===== config.mk =====
export PLATFORM = sky130hd
export DESIGN_NAME = preset_counter
export DESIGN_NICKNAME = d
export VERILOG_FILES = /design/src/rtl/preset_counter_pkg.sv /design/src/rtl/preset_counter_ctrl.sv /design/src/rtl/preset_counter_carry.sv /design/src/rtl/preset_counter_core.sv /design/src/rtl/preset_counter.sv
export SDC_FILE = /design/constraint.sdc
export NUM_CORES = 1
export LEC_CHECK = 0
export ABC_AREA = 1
export BUFFER_PORTS_ARGS = -buffer_cell sky130_fd_sc_hd__buf_2
export CELL_PAD_IN_SITES_DETAIL_PLACEMENT = 0
export CELL_PAD_IN_SITES_GLOBAL_PLACEMENT = 1
export CORE_AREA = 2 2 39 41
export DETAILED_ROUTE_END_ITERATION = 8
export DIE_AREA = 0 0 41 43
export GPL_ROUTABILITY_DRIVEN = 0
export PLACE_DENSITY_LB_ADDON = 0.1
export SYNTH_ARGS = -nofsm -noshare
export SYNTH_HDL_FRONTEND = slang
export SYNTH_SLANG_ARGS = --single-unit

===== constraint.sdc =====
create_clock -name clk -period 1.6 [get_ports clk]
set_input_delay 0 -clock clk [delete_from_list [all_inputs] [get_ports clk]]
set_output_delay 0 -clock clk [all_outputs]
set_load 0.02 [all_outputs]

===== src/rtl/preset_counter_pkg.sv =====
package preset_counter_pkg;

    // Next-state operation, highest priority first in the selector
    typedef enum logic [1:0] {
        NX_HOLD  = 2'd0,
        NX_COUNT = 2'd1,
        NX_LOAD  = 2'd2,
        NX_CLEAR = 2'd3
    } nx_op_e;

endpackage


===== src/rtl/preset_counter_ctrl.sv =====
module preset_counter_ctrl
    import preset_counter_pkg::*;
(
    input  logic   clr_n,
    input  logic   load_n,
    input  logic   cnt_en,
    input  logic   chain_en,
    output nx_op_e op
);

    // Fixed priority: clear, preset, count, hold
    always_comb begin
        if (!clr_n)
            op = NX_CLEAR;
        else if (!load_n)
            op = NX_LOAD;
        else if (cnt_en && chain_en)
            op = NX_COUNT;
        else
            op = NX_HOLD;
    end

endmodule


===== src/rtl/preset_counter_carry.sv =====
module preset_counter_carry #(
    parameter int WIDTH = 4
) (
    input  logic [WIDTH-1:0] cnt,
    input  logic             chain_en,
    output logic             carry
);

    // Decoded only from registered state and a level input, so it cannot spike mid-count
    assign carry = chain_en & (&cnt);

endmodule


===== src/rtl/preset_counter_core.sv =====
module preset_counter_core
    import preset_counter_pkg::*;
#(
    parameter int WIDTH     = 4,
    parameter bit CLR_ASYNC = 1'b0
) (
    input  logic             clk,
    input  logic             clr_n,
    input  nx_op_e           op,
    input  logic [WIDTH-1:0] din,
    output logic [WIDTH-1:0] cnt
);

    typedef struct packed {
        logic [WIDTH-1:0] cnt;
    } state_t;

    state_t st_d, st_q;

    always_comb begin
        st_d = st_q;
        unique case (op)
            NX_CLEAR: st_d.cnt = '0;
            NX_LOAD:  st_d.cnt = din;
            NX_COUNT: st_d.cnt = st_q.cnt + WIDTH'(1);
            default:  st_d.cnt = st_q.cnt;
        endcase
    end

    generate
        if (CLR_ASYNC) begin : g_clr_async
            always_ff @(posedge clk or negedge clr_n) begin
                if (!clr_n)
                    st_q <= '0;
                else
                    st_q <= st_d;
            end
        end else begin : g_clr_sync
            always_ff @(posedge clk) begin
                st_q <= st_d;
            end
        end
    endgenerate

    assign cnt = st_q.cnt;


    load_copy_chk: assert property (@(posedge clk) disable iff (!clr_n)
        (op == NX_LOAD) |=> (cnt == $past(din)));


    count_step_chk: assert property (@(posedge clk) disable iff (!clr_n)
        (op == NX_COUNT) |=> (cnt == $past(cnt) + WIDTH'(1)));


    hold_keep_chk: assert property (@(posedge clk) disable iff (!clr_n)
        (op == NX_HOLD) |=> $stable(cnt));

endmodule


===== src/rtl/preset_counter.sv =====
module preset_counter
    import preset_counter_pkg::*;
#(
    parameter int WIDTH     = 4,
    parameter bit CLR_ASYNC = 1'b0
) (
    input  logic             clk,
    input  logic             clr_n,
    input  logic             load_n,
    input  logic             cnt_en,
    input  logic             chain_en,
    input  logic [WIDTH-1:0] din,
    output logic [WIDTH-1:0] q,
    output logic             term_carry
);

    nx_op_e op;

    preset_counter_ctrl u_ctrl (
        .clr_n    (clr_n),
        .load_n   (load_n),
        .cnt_en   (cnt_en),
        .chain_en (chain_en),
        .op       (op)
    );

    preset_counter_core #(
        .WIDTH     (WIDTH),
        .CLR_ASYNC (CLR_ASYNC)
    ) u_core (
        .clk   (clk),
        .clr_n (clr_n),
        .op    (op),
        .din   (din),
        .cnt   (q)
    );

    preset_counter_carry #(
        .WIDTH (WIDTH)
    ) u_carry (
        .cnt      (q),
        .chain_en (chain_en),
        .carry    (term_carry)
    );


    clear_zero_chk: assert property (@(posedge clk)
        !clr_n |=> (q == '0));


    carry_wrap_chk: assert property (@(posedge clk) disable iff (!clr_n)
        (load_n && cnt_en && term_carry) |=> (q == '0));


    carry_quiet_chk: assert property (@(posedge clk) disable iff (!clr_n)
        (!$stable(term_carry) && $stable(chain_en)) |-> !$stable(q));

endmodule


==> summary.md <==
| Metric | Value |
|---|---|
| Outcome | finished, final reports clean |
| Core area | around 1400 µm² |
| Power consumption | 319.4 µW |
| Min Tclk post-route | ~1.3 ns |
| RSZ-0062 raised after global routing | no |
| Synth area leaders | edfxtp_1, nand3_1, nand2_1 |
| Initial antenna violation count | 0 |
| Reg power frac | 42.6% |
| Startpoint types | flip-flop |
| Horiz. Die Dim | between 40 and 50 µm |
| Pre-Repair DR Iteration Count | 4 |
| Drt total wl | 656 µm |
| Post-CTS setup buffers | 0 |
| Final hold viol count | 0 |
| Fmax | 0.7593 GHz |
| Placed insts | 59 |
| Layout fillers | 164 |
| Relative slew slack | 85.08% |
| Min Hold Slack | 0.07888 ns |
| R2r startpoint | u_core.cnt[0]$_DFFE_PP_ |
| Register area | 120.1 µm² |
| Synth Area in Adders | 4.831% |
| Slew Viols, Final | 0 |
| Worst Hold Class | primary input to flip-flop |
| Place WS | 0.2814 ns |
| Max reg flops | 4 |
| TNS Setup | 0 ns |
| Crit path from | u_core.cnt[0]$_DFFE_PP_ |
| Sequential area share after synthesis | 46.38% |
| Synth top area share | 46.38% |
| Area growth, synth to finish | 41.55% |
| Diode count | 0 |
| Hold_sp | din[3] |
| Clk slew on worst S/H paths | 0.04 ns |
| Chip height | 43 µm |
| Element type at the critical path end | flip-flop |
| Cells after Synth | 30 |
| Netlist cell types | 12 |
| Area of the multi-input gates | 127.6 µm² |
| DR vias/cell | 4.065 |
| Global-route wire length before repair | 910 µm |
| Final WS setup | approximately 0.28 ns |
| Area leader, netlist | edfxtp_1 |
| Die area | 1763 µm² |
| DR WL/cell | about 11 µm |
| Max-Cap Viols | 0 |
| WP data required | 1.58 ns |
| DRT antenna net count | 0 |
| Multiplexer area fraction after synthesis | 0% |
| I/O pin count | 14 |
| Largest net degree at the start of global routing | 7 |
| Post-Synth Simple-Gate Area | between 40% and 50% |
| Drt drc | 0 |
| Setup Viol. Count Final | 0 |
| Placed cell areas | 344.1 µm² |
| DRT iter0 DRCs | 4 |
| # hold bufs at CTS | 0 |
| Synthesized flop and latch total | 4 |
| Buffer depth of the longest clock path | 2 |
| XOR/XNOR Fraction of Synth Area | 0% |
| Non-filler cells, final | 62 |
| CTS tree | built |
| Yosys warnings | 0 |
| PD cells | 871.3 nW/µm² |
| Worst-path maximum fanout | 5 |
| Layout cells sized above 1 | 45.65% |
| Final clock skew | 0.0005125 ns |
| Net Sw Power | 87.09 µW |
| Main combinational cell family by area after synthesis | simple AND/OR/NAND/NOR gates |
| Post-Syn Area | 259.0 µm² |
| Syn nets | 40 |
| Internal | around 230 µW |
| Depth of the CTS H-tree | 1 |
| Worst-Skew Late Latency | 0.23 ns |
| Port Buffers | 13 |
| Leak Pwr | 0.1807 nW |
| Vias post-DR | 252 |
| Design area | 366.6 µm² |
| Syn avg cell area | about 8.6 µm² |
| Final worst-path cycle share | 82.32% |
| Tot GR Track Use | between 8 and 9% |
| # resized after CTS | 0 |
| Switching part of the total | 27.27% |
| Compound-Gate Fraction of Synth Area | under 10% |
| Comb power frac | 17.3% |
| Final nets | 58 |
| Number of global-route vias before repair | 229 |
| Root Driver | clkbuf_4 |
| Maximum VDD drop | ~240 µV |
| Final Util | 26.49% |
| Critical path arrival | 1.30 ns |
| Power share of the clock group | 40.0% |
| TritonCTS Buffers | 3 |
| Total congestion overflow | 0 |
| Row count | 14 |
| TritonCTS Sinks | 4 |
| Worst-Margin Slew | ~0.22 ns |
| Critical path class | flip-flop to flip-flop |
| Initial core utilization | between 10% and 20% |
## metal layers
| layer | up-vias | share of wire [%] | GRT usage (%) |
|---|---|---|---|
| li1 | 136 | - | - |
| met1 | 107 | 39 | 8.852 |
| met2 | 9 | 50 | 12.19 |
| met3 | 0 | 12 | 4.188 |
| met4 | 0 | 0 | 6.000 |
| met5 | - | 0 | 0 |
## power groups by stage
stage | Sequential (mW) | Clock (mW) | Combinational (mW)
floorplan | 0.147 | 0 | 0.0194
global placement | 0.138 | 0 | 0.0560
detailed placement | 0.138 | 0 | 0.0554
CTS | 0.137 | 0.129 | 0.0561
global route | 0.138 | 0.134 | 0.0611
finish | 0.136 | 0.128 | 0.0554
## cells by family after synthesis
logic type                 after synthesis
and+or+nand+nor                         21
DFF                                      4
adders and majority gates                1
buffers and inverters                    3
AOI/OAI and AO/OA                        1
## path summary, 6_finish.rpt
kind	end	slack [ns]	depth (start not counted)
setup / recovery	u_core.cnt[2]$_DFFE_PP_	0.28	4
hold / removal	u_core.cnt[3]$_DFFE_PP_	0.08	3
setup reg to reg	u_core.cnt[2]$_DFFE_PP_	0.28	4
hold reg to reg	u_core.cnt[0]$_DFFE_PP_	0.68	1
## layout by cell type (no fill, tap or decap)
master    netlist  layout
buf_2           0      13
clkbuf_4        0       3
edfxtp_1        4       4
ha_1            1       1
inv_1           2       2
inv_2           1       1
nand2_1         7       7
nand2_2         2       2
nand3_1         8       8
nand4_1         1       1
nor2_1          1       1
nor2_4          1       1
o21ai_2         1       1
or2_0           1       1
## layout make-up
cell class                 count  share of cell area [%]
multi-input combinational     23                   34.81
sequential                     4                   32.76
timing repair buffer          13                   17.75
clock buffer                   3                   6.143
tap                           16                   5.461
inverter                       3                   3.072
## critical path: stages, from the launching register on
cell      delay, ns
edfxtp_1       0.46
ha_1           0.25
or2_0          0.22
nand3_1        0.08
nand2_1        0.06
## cell usage after synthesis
cell type and number:
nand4_1 1, edfxtp_1 4, nand2_2 2, nand3_1 8, o21ai_2 1, nand2_1 7, inv_1 2, nor2_4 1
nor2_1 1, or2_0 1, inv_2 1, ha_1 1
No activity file was read; power rests on OpenSTA's default activity.
